### config.mk
export PLATFORM = sky130hd
export DESIGN_NAME = byte_quad_packer
export DESIGN_NICKNAME = d
export VERILOG_FILES = /design/src/rtl/bqp_pkg.sv /design/src/rtl/bqp_lane_insert.sv /design/src/rtl/bqp_ready_gen.sv /design/src/rtl/byte_quad_packer.sv
export SDC_FILE = /design/constraint.sdc
export NUM_CORES = 1
export LEC_CHECK = 0
export BUFFER_PORTS_ARGS = -buffer_cell sky130_fd_sc_hd__buf_2
export CORE_ASPECT_RATIO = 0.9
export CORE_MARGIN = 3
export CORE_UTILIZATION = 50
export DETAILED_ROUTE_END_ITERATION = 8
export PLACE_DENSITY = 0.74
export SETUP_SLACK_MARGIN = 0.2
export SYNTH_ARGS = -nofsm -noshare
export SYNTH_HDL_FRONTEND = slang
export SYNTH_SLANG_ARGS = --single-unit
export TNS_END_PERCENT = 10
### constraint.sdc
create_clock -name clk -period 2 [get_ports clk]
set_input_delay 0 -clock clk [delete_from_list [all_inputs] [get_ports clk]]
set_output_delay 0 -clock clk [all_outputs]
set_load 0.01 [all_outputs]
### src/rtl/bqp_pkg.sv
package bqp_pkg;
    localparam int BQP_BYTE_W  = 8;
    localparam int BQP_LANES   = 4;
    localparam int BQP_FREE_W  = 4;
    localparam int BQP_MIN_FREE = 2;
endpackage

### src/rtl/bqp_lane_insert.sv
module bqp_lane_insert #(
    parameter int BYTE_W = 8,
    parameter int LANES  = 4,
    localparam int QW     = BYTE_W * LANES,
    localparam int LANE_W = $clog2(LANES)
) (
    input  logic [QW-1:0]     base,
    input  logic [BYTE_W-1:0] byte_in,
    input  logic [LANE_W-1:0] lane,
    input  logic              le,
    input  logic              clr,
    output logic [QW-1:0]     word
);
    // Each slot k of the word either takes the new byte or keeps its old content.
    for (genvar k = 0; k < LANES; k++) begin : g_slot
        logic [LANE_W-1:0] be_lane;
        logic              hit;
        assign be_lane = LANE_W'(LANES - 1 - k);
        assign hit     = le ? (lane == LANE_W'(k)) : (lane == be_lane);
        assign word[k*BYTE_W +: BYTE_W] = hit ? byte_in
                                         : (clr ? '0 : base[k*BYTE_W +: BYTE_W]);
    end
endmodule

### src/rtl/bqp_ready_gen.sv
module bqp_ready_gen #(
    parameter int FREE_W   = 4,
    parameter int MIN_FREE = 2
) (
    input  logic [FREE_W-1:0] free_cnt,
    output logic              ready
);
    always_comb begin
        ready = (free_cnt >= FREE_W'(MIN_FREE));
    end
endmodule

### src/rtl/byte_quad_packer.sv
module byte_quad_packer
    import bqp_pkg::*;
#(
    parameter int BYTE_W   = BQP_BYTE_W,
    parameter int LANES    = BQP_LANES,
    parameter int FREE_W   = BQP_FREE_W,
    parameter int MIN_FREE = BQP_MIN_FREE,
    localparam int QW      = BYTE_W * LANES,
    localparam int LANE_W  = $clog2(LANES),
    localparam int CNT_W   = $clog2(LANES + 1)
) (
    input  logic              clk,
    input  logic              rst_n,
    input  logic              le_mode_pin,
    input  logic [BYTE_W-1:0] in_data,
    input  logic              in_valid,
    input  logic              in_sync,
    input  logic              in_end,
    input  logic [FREE_W-1:0] buf_free,
    output logic              in_ready,
    output logic [QW-1:0]     out_quad,
    output logic              out_valid,
    output logic              out_first,
    output logic              out_last,
    output logic [CNT_W-1:0]  out_nbytes,
    output logic              framing_err
);
    localparam logic [LANE_W-1:0] LAST_LANE = LANE_W'(LANES - 1);

    typedef struct packed {
        logic [QW-1:0]     acc;
        logic [LANE_W-1:0] lane;
        logic              in_pkt;
        logic              first_pend;
        logic              err;
        logic              ov;
        logic [QW-1:0]     oq;
        logic              of;
        logic              ol;
        logic [CNT_W-1:0]  on;
    } pk_state_t;

    pk_state_t         st_d, st_q;
    logic              le_q;
    logic [LANE_W-1:0] lane_sel;
    logic [QW-1:0]     ins_word;

    // Endian choice is captured only while reset is held.
    always_ff @(posedge clk) begin
        if (!rst_n) le_q <= le_mode_pin;
    end

    bqp_ready_gen #(.FREE_W(FREE_W), .MIN_FREE(MIN_FREE)) u_ready (
        .free_cnt (buf_free),
        .ready    (in_ready)
    );

    assign lane_sel = in_sync ? '0 : st_q.lane;

    bqp_lane_insert #(.BYTE_W(BYTE_W), .LANES(LANES)) u_ins (
        .base    (st_q.acc),
        .byte_in (in_data),
        .lane    (lane_sel),
        .le      (le_q),
        .clr     (in_sync),
        .word    (ins_word)
    );

    always_comb begin
        st_d    = st_q;
        st_d.ov = 1'b0;
        st_d.of = 1'b0;
        st_d.ol = 1'b0;
        if (in_valid) begin
            if (in_sync) begin
                if (st_q.in_pkt && (st_q.lane != '0)) st_d.err = 1'b1;
                st_d.in_pkt     = 1'b1;
                st_d.first_pend = 1'b1;
            end
            if (in_sync || st_q.in_pkt) begin
                if ((lane_sel == LAST_LANE) || in_end) begin
                    st_d.ov         = 1'b1;
                    st_d.oq         = ins_word;
                    st_d.of         = st_d.first_pend;
                    st_d.ol         = in_end;
                    st_d.on         = CNT_W'(lane_sel) + CNT_W'(1);
                    st_d.acc        = '0;
                    st_d.lane       = '0;
                    st_d.first_pend = 1'b0;
                    if (in_end) st_d.in_pkt = 1'b0;
                end else begin
                    st_d.acc  = ins_word;
                    st_d.lane = lane_sel + LANE_W'(1);
                end
            end
        end
    end

    always_ff @(posedge clk or negedge rst_n) begin
        if (!rst_n) st_q <= '0;
        else        st_q <= st_d;
    end

    assign out_quad    = st_q.oq;
    assign out_valid   = st_q.ov;
    assign out_first   = st_q.of;
    assign out_last    = st_q.ol;
    assign out_nbytes  = st_q.on;
    assign framing_err = st_q.err;

    // a strobe always follows an edge that took a byte
    a_r11_strobe_needs_byte: assert property (@(posedge clk) disable iff (!rst_n)
        out_valid |-> $past(in_valid));

    // a quadlet not closed by the end marker is always full
    a_r6_full_unless_last: assert property (@(posedge clk) disable iff (!rst_n)
        (out_valid && !out_last) |-> (out_nbytes == CNT_W'(LANES)));

    // framing error is sticky
    a_r9_err_sticky: assert property (@(posedge clk) disable iff (!rst_n)
        framing_err |=> framing_err);

    // a single-byte big-endian tail has zeroed lower lanes
    a_r5_pad_zero: assert property (@(posedge clk) disable iff (!rst_n)
        (out_valid && (out_nbytes == CNT_W'(1)) && !le_q) |-> (out_quad[QW-BYTE_W-1:0] == '0));

    // the byte count is never zero on a strobe
    a_r5_count_nonzero: assert property (@(posedge clk) disable iff (!rst_n)
        out_valid |-> (out_nbytes != '0));
endmodule

==> results of run 1 <==
==> final cells by class <==
class	instances	area share [%]
clock buffer	9	2.802
clock inverter	7	1.500
inverter	7	0.5944
multi-input combinational	252	37.53
sequential	76	43.14
tap	93	2.632
timing repair buffer	84	11.80
==> logic make-up after synthesis <==
logic type,Yosys count
AO/OA/AOI/OAI,149
AND/OR/NAND/NOR,95
buffers and inverters,80
flip-flops,76
multiplexers,2
adder cells (fa/ha/maj),2
==> worst max-delay path, delay by kind of cell (launching register included) <==
| family | cells | cell delay [ns] |
|---|---|---|
| adder cells (fa/ha/maj) | 1 | 0.31 |
| buffers and inverters | 1 | 0.19 |
| AO/OA/AOI/OAI | 2 | 0.28 |
| multiplexers | 1 | 0.27 |
| AND/OR/NAND/NOR | 1 | 0.12 |
| flip-flops | 1 | 0.44 |
==> where the power goes <==
part	internal (mW)	switching, mW	leakage, nW
clock network	0.571	0.592	0.0992
registers	1.71	0.101	0.990
logic	0.350	0.516	0.891
==> how the worst max path moves through the flow <==
stage / start / end / slack (ns) / depth (start not counted)
2_1_floorplan: st_q[41]$_DFFE_PN0P_ / out_quad[22]$_DFFE_PN0P_ / 0.18 / 9
3_3_place_gp: st_q[41]$_DFFE_PN0P_ / st_q[56]$_DFFE_PN0P_ / 0.26 / 7
3_5_place_dp: st_q[41]$_DFFE_PN0P_ / st_q[55]$_DFFE_PN0P_ / 0.20 / 7
4_1_cts: le_q$_DFFE_PN_ / out_quad[4]$_DFFE_PN0P_ / 0.21 / 4
5_1_grt: st_q[41]$_DFFE_PN0P_ / out_quad[5]$_DFFE_PN0P_ / 0.20 / 7
6_report: st_q[42]$_DFFE_PN0P_ / st_q[55]$_DFFE_PN0P_ / 0.27 / 6
==> what timing repair did <==
action,CTS,global route
pin swaps,0,1
setup endpoints to repair,7,46
endpoints found under the hold margin,44,0
setup buffers,1,5
hold buffers,5,0
gates cloned,2,2
gates resized for setup,0,7
==> routing by layer <==
metal / vias up / routed length [um] / GRT usage (%) / part of all wire (%)
li1: 1484 / - / - / -
met1: 1593 / 4210 / 30.45 / 45
met2: 135 / 4370 / 32.21 / 46
met3: 14 / 675 / 5.263 / 7.2
met4: 0 / 161 / 7.167 / 1.7
met5: - / 0 / 0 / 0
==> synthesized netlist by cell type <==
master | instances | area (um2)
nor3b_2 | 1 | 12.51
buf_1 | 1 | 3.750
or3_1 | 1 | 6.260
o211ai_1 | 1 | 7.510
a21oi_4 | 1 | 16.27
nand3b_1 | 1 | 7.510
and3b_1 | 1 | 8.760
a211oi_1 | 1 | 7.510
a21boi_4 | 1 | 18.77
a21oi_1 | 73 | 365.4
a32o_1 | 32 | 320.3
o31ai_1 | 2 | 15.01
a21boi_0 | 7 | 52.55
buf_6 | 2 | 22.52
clkbuf_1 | 29 | 108.9
inv_2 | 1 | 3.750
o21a_1 | 2 | 15.01
inv_1 | 6 | 22.52
nor2b_1 | 1 | 6.260
o21ai_0 | 18 | 90.09
mux2_2 | 2 | 22.52
a41o_1 | 1 | 10.01
o21ai_2 | 3 | 26.28
buf_2 | 4 | 20.02
dfrtp_1 | 75 | 1877
or4_1 | 15 | 112.6
a21o_1 | 2 | 15.01
o21ai_1 | 2 | 10.01
nand2_1 | 22 | 82.58
ha_1 | 2 | 25.02
or2_1 | 1 | 6.260
edfxtp_1 | 1 | 30.03
buf_4 | 37 | 277.8
a22o_1 | 2 | 17.52
nand3_1 | 2 | 10.01
nor2_1 | 31 | 116.4
nor3b_1 | 19 | 142.6
o22a_1 | 1 | 8.760
==> state kept, by name, indices dropped and copies added, names as in the netlist <==
name	flops
le_q	1
out_nbytes	3
out_last	1
out_first	1
framing_err	1
st_q	36
out_quad	32
out_valid	1
==> impl_metrics.yaml, run 1 <==
run_status:
  status: "complete, no violations"
yosys:
  synth_top_family_by_area: "compound AO/OA/AOI/OAI gates"
  synthMuxAreaShare_pct: 0.5743
  synth_compound_area_share_pct: 25.40
  syn_inst: 404
  synth_seq_cells: 76
  synth_fa_ha_area_share_pct: 0.6382
  synth_xor_area_share_pct: 0
  synth_cell_types: 38
  yosysSeqAreaShare_pct: 48.63
  syn-cell-area_um2: 3921
  yosysWarnings: 0
  yosys.area_share.simple_pct: 13.05
  synth_fp_nets: 424
  synth.avg_cell_area_um2: 9.706
routing:
  wl_per_cell_um: 17.84
  drt_first_pass_iters: 4
  antenna_left: 0
  initialDrtViolationCount: 291
  routed_wirelength_um: 9417
  drc: 0
  post_drt_via_cell_ratio: 6.110
  vias: 3226
placement:
  gp_congestion: 0.7893
  placed_area_um2: 4065
  dp_cells: 497
  dp_slack_ns: 0.1985
  place_hpwl_um: 5799
  port_buffers: 56
sta:
  finalSetupViolCount: 0
  slew_viol_final: 0
  timing.hold.ws_ns: 0.06181
  fin_skew_ns: 0.004923
  worstMarginPinSlew_ns: 0.5434
  rsz0062_at_grt: "true"
  relSlewSlack_pct: 63.77
  max_freq_mhz: 578.1
  hold_viol: 0
  finalSetupTns_ns: 0
  period_needed_ns: 1.730
  finalWorstSetupSlack_ns: 0.2701
  min_period_over_period_pct: 86.49
cells_and_area:
  seq_area_um2: 1907
  final_cells: 528
  drive_above_1_share_pct: 26.67
  design_area_um2: 4420
  finalNetCount: 450
  multi_input_area_um2: 1659
  final_common_cell: "dfrtp_1"
  fill_cells: 660
  utilization_pct: 60.31
  antenna_cells: 0
  layout_common_cells: "75 x dfrtp_1, 73 x a21oi_1, 55 x buf_2"
  syn2layout_area_growth_pct: 12.73
critical_path:
  crit_path_cell_trace: "nand2_1 -> ha_1 -> mux2_4 -> o21ai_1 -> buf_4 -> a32o_1"
  reg2reg_slack_ns: 0.27
  rr_startpoint: "st_q[42]$_DFFE_PN0P_"
  worst_path_max_delay_cell: "dfrtp_1"
  critical_path_peak_fanout: 8
  cp.required_ns: 2.25
  max_stage_delay_ns: 0.44
  reg2reg_depth: 6
  crit_path_end_kind: "flop"
  r2r-end: "st_q[55]$_DFFE_PN0P_"
  cp-start-kind: "flop"
  worstSetupPathType: "reg -> reg"
  arrival_ns: 1.98
clocking:
  tritoncts: "yes"
  insertion_delay_ns: 0.36
  clk_pin_slew_worst_paths_ns: 0.08
  clock_path_buffers: 2
  htree_levels: 3
  cts_sinks: 76
  clockRootBuffer: "clkbuf_8"
  cts_made_buffers: 9
grt:
  globalRouteTotalUtil_pct: 21.49
  grt_pass1_vias: 3027
  antenna_found_initial: 0
  grt_max_degree: 43
  overflow: 0
  grt_pass1_wl_um: 15480
hold_path:
  hp-start: "in_data[7]"
  whs_path_depth: 3
  hold_class: "in -> reg"
  hold-path-endpoint: "out_quad[31]$_DFFE_PN0P_"
power:
  ir_drop_v: 0.0005029
  leakage_nw: 1.981
  finalPower_mw: 3.841
  power_density_nw_per_um2: 868.8
die:
  die-area_um2: 8943
  die_y_um: 90.02
  core_um2: 7330
  initial_core_util_pct: 53.50
  ios: 58
  die_x_um: 99.35
  rows: 29
job:
  maxCapViolCount: 0
Power figures use the tool's default switching activity.
==> inputs of run 2 (changes only) <==
- CORE_ASPECT_RATIO: 0.9 -> 1.25
==> run 2 against run 1 <==
Design area grew 2.5%. Worst hold slack got worse by 0.034 ns. Power up 8.4%. Largest power group unchanged. Critical endpoint is now st_q[72]$_DFFE_PN0P_. Critical path type unchanged. Via count down 0.12%.
==> impl_metrics.yaml, run 2 (synthesis gave the netlist of run 1 again) <==
cells_and_area:
  final_cells: 524
  syn2layout_area_growth_pct: 15.51
  regMostFlops: "st_q"
  utilization_pct: 60.48
  antenna_cells: 0
  layout_common_cells: "73 x a21oi_1, 73 x dfrtp_1, 55 x buf_2"
  finalNetCount: 447
  drive_above_1_share_pct: 28.47
  fill_cells: 619
  largest_reg_flops: 36
sta:
  finalSetupViolCount: 0
  hold_viol: 0
  rsz0062_at_grt: "true"
  worstMarginPinSlew_ns: 0.5885
  relSlewSlack_pct: 60.76
  max_freq_mhz: 552.5
  finalSetupTns_ns: 0
  period_needed_ns: 1.810
  min_period_over_period_pct: 90.50
  fin_skew_ns: 0.01247
  slew_viol_final: 0
critical_path:
  worstSetupPathType: "reg -> reg"
  reg2reg_depth: 5
  crit_path_end_kind: "flop"
  crit_path_cell_trace: "or2_1 -> buf_4 -> a21oi_4 -> o21ai_2 -> a32o_1"
  critical_path_peak_fanout: 8
  cp-start-kind: "flop"
  cp.required_ns: 2.24
  crit_start: "st_q[42]$_DFFE_PN0P_"
  rr_startpoint: "st_q[42]$_DFFE_PN0P_"
  r2r-end: "st_q[72]$_DFFE_PN0P_"
  arrival_ns: 2.05
  worst_path_max_delay_cell: "dfrtp_2"
  reg2reg_slack_ns: 0.19
  crit_end: "st_q[72]$_DFFE_PN0P_"
  max_stage_delay_ns: 0.45
hold_path:
  hold_class: "in -> reg"
die:
  rows: 35
  core_um2: 7488
  die_y_um: 105.0
  ios: 58
  die_x_um: 85.21
  die-area_um2: 8948
  initial_core_util_pct: 52.36
routing:
  wl_per_cell_um: 18.74
  vias: 3222
  drc: 0
  post_drt_via_cell_ratio: 6.149
  drt_first_pass_iters: 5
  routed_wirelength_um: 9820
  initialDrtViolationCount: 303
  antenna_left: 0
placement:
  place_hpwl_um: 5974
  port_buffers: 56
  dp_cells: 496
  gp_congestion: 0.8245
power:
  ir_drop_v: 0.0005395
  leakage_nw: 2.005
  finalPower_mw: 4.162
  power_density_nw_per_um2: 919.0
grt:
  globalRouteTotalUtil_pct: 21.11
  overflow: 0
  grt_max_degree: 46
  grt_pass1_wl_um: 15060
  grt_pass1_vias: 3036
  antenna_found_initial: 0
clocking:
  clk_pin_slew_worst_paths_ns: 0.08
  clockRootBuffer: "clkbuf_8"
  tritoncts: "yes"
  htree_levels: 3
  clock_path_buffers: 2
  cts_sinks: 76
  cts_made_buffers: 9
  insertion_delay_ns: 0.36
job:
  maxCapViolCount: 0
run_status:
  status: "complete, no violations"
==> run 2: cell types whose count changed in the layout (fill, tap and decap cells not counted), moves of 2 or more <==
cell | previous run | this run
buf_4 | 22 | 19
bufinv_16 | 1 | 3
nor3b_2 | 7 | 12
clkinv_2 | 4 | 0
clkbuf_16 | 0 | 2
mux2_2 | 3 | 1
dfrtp_1 | 75 | 73
dfrtp_2 | 0 | 2
o21ai_0 | 17 | 12
nor3b_1 | 13 | 8
o21ai_1 | 3 | 7
==> run 2: cell type report <==
| cell class | count | area (um2) | area share, % |
|---|---|---|---|
| Inverter | 7 | 26.28 | 0.5801 |
| Clock inverter | 7 | 122.6 | 2.707 |
| Sequential cell | 76 | 1909 | 42.15 |
| Timing Repair Buffer | 84 | 569.3 | 12.57 |
| Clock buffer | 9 | 123.9 | 2.735 |
| Tap cell | 92 | 115.1 | 2.541 |
| Multi-Input combinational cell | 249 | 1663 | 36.71 |
==> run 2: worst max-delay path, delay by kind of cell, from the launching register on <==
family,cells,cell delay (ns)
buffers and inverters,1,0.21
AO/OA/AOI/OAI,3,0.72
AND/OR/NAND/NOR,1,0.30
flip-flops,1,0.45
==> run 2: repair_timing <==
item / 4_1_cts / 5_1_grt
endpoints found under the setup margin: 23 / 55
hold buffers: 5 / 0
hold endpoints to repair: 48 / 0
pin swaps: 0 / 3
cloned: 0 / 3
buffers inserted: 0 / 4
gates resized for setup: 1 / 24
==> run 2: power breakdown <==
part / switching, mW / internal, mW
registers: 0.109 / 1.71
clock network: 0.613 / 0.837
logic: 0.529 / 0.363
==> run 2: routing by layer <==
metal | share of wire [%] | track usage (%) | vias to the layer above | wire, um
met4 | 1.3 | 7.579 | 0 | 128
met3 | 5.2 | 4.416 | 10 | 507
met2 | 54 | 37.22 | 105 | 5272
met5 | 0 | 0 | - | 0
met1 | 40 | 24.99 | 1630 | 3911
li1 | - | - | 1477 | -
==> run 2: worst min path at each step <==
stage | startpoint | depth (start not counted) | end | slack, ns
finish | in_sync | 3 | out_first$_DFF_PN0_ | 0.03
global route | in_sync | 3 | out_first$_DFF_PN0_ | 0.04
CTS | in_sync | 3 | out_first$_DFF_PN0_ | 0.02
detailed placement | rst_n | 1 | out_quad[7]$_DFFE_PN0P_ | 0.04
global placement | rst_n | 1 | out_quad[3]$_DFFE_PN0P_ | 0.03
floorplan | rst_n | 0 | framing_err$_DFFE_PN0P_ | -0.30
==> run 2: stage by stage <==
step	hold slack [ns]	area, um2	setup slack, ns
finish	0.02782	4529	0.1900
global route	0.04177	4529	0.1341
CTS	0.01633	4352	0.1261
detailed placement	0.04112	4051	0.1501
global placement	0.03469	4051	0.2036
floorplan	-0.2956	3976	0.1821
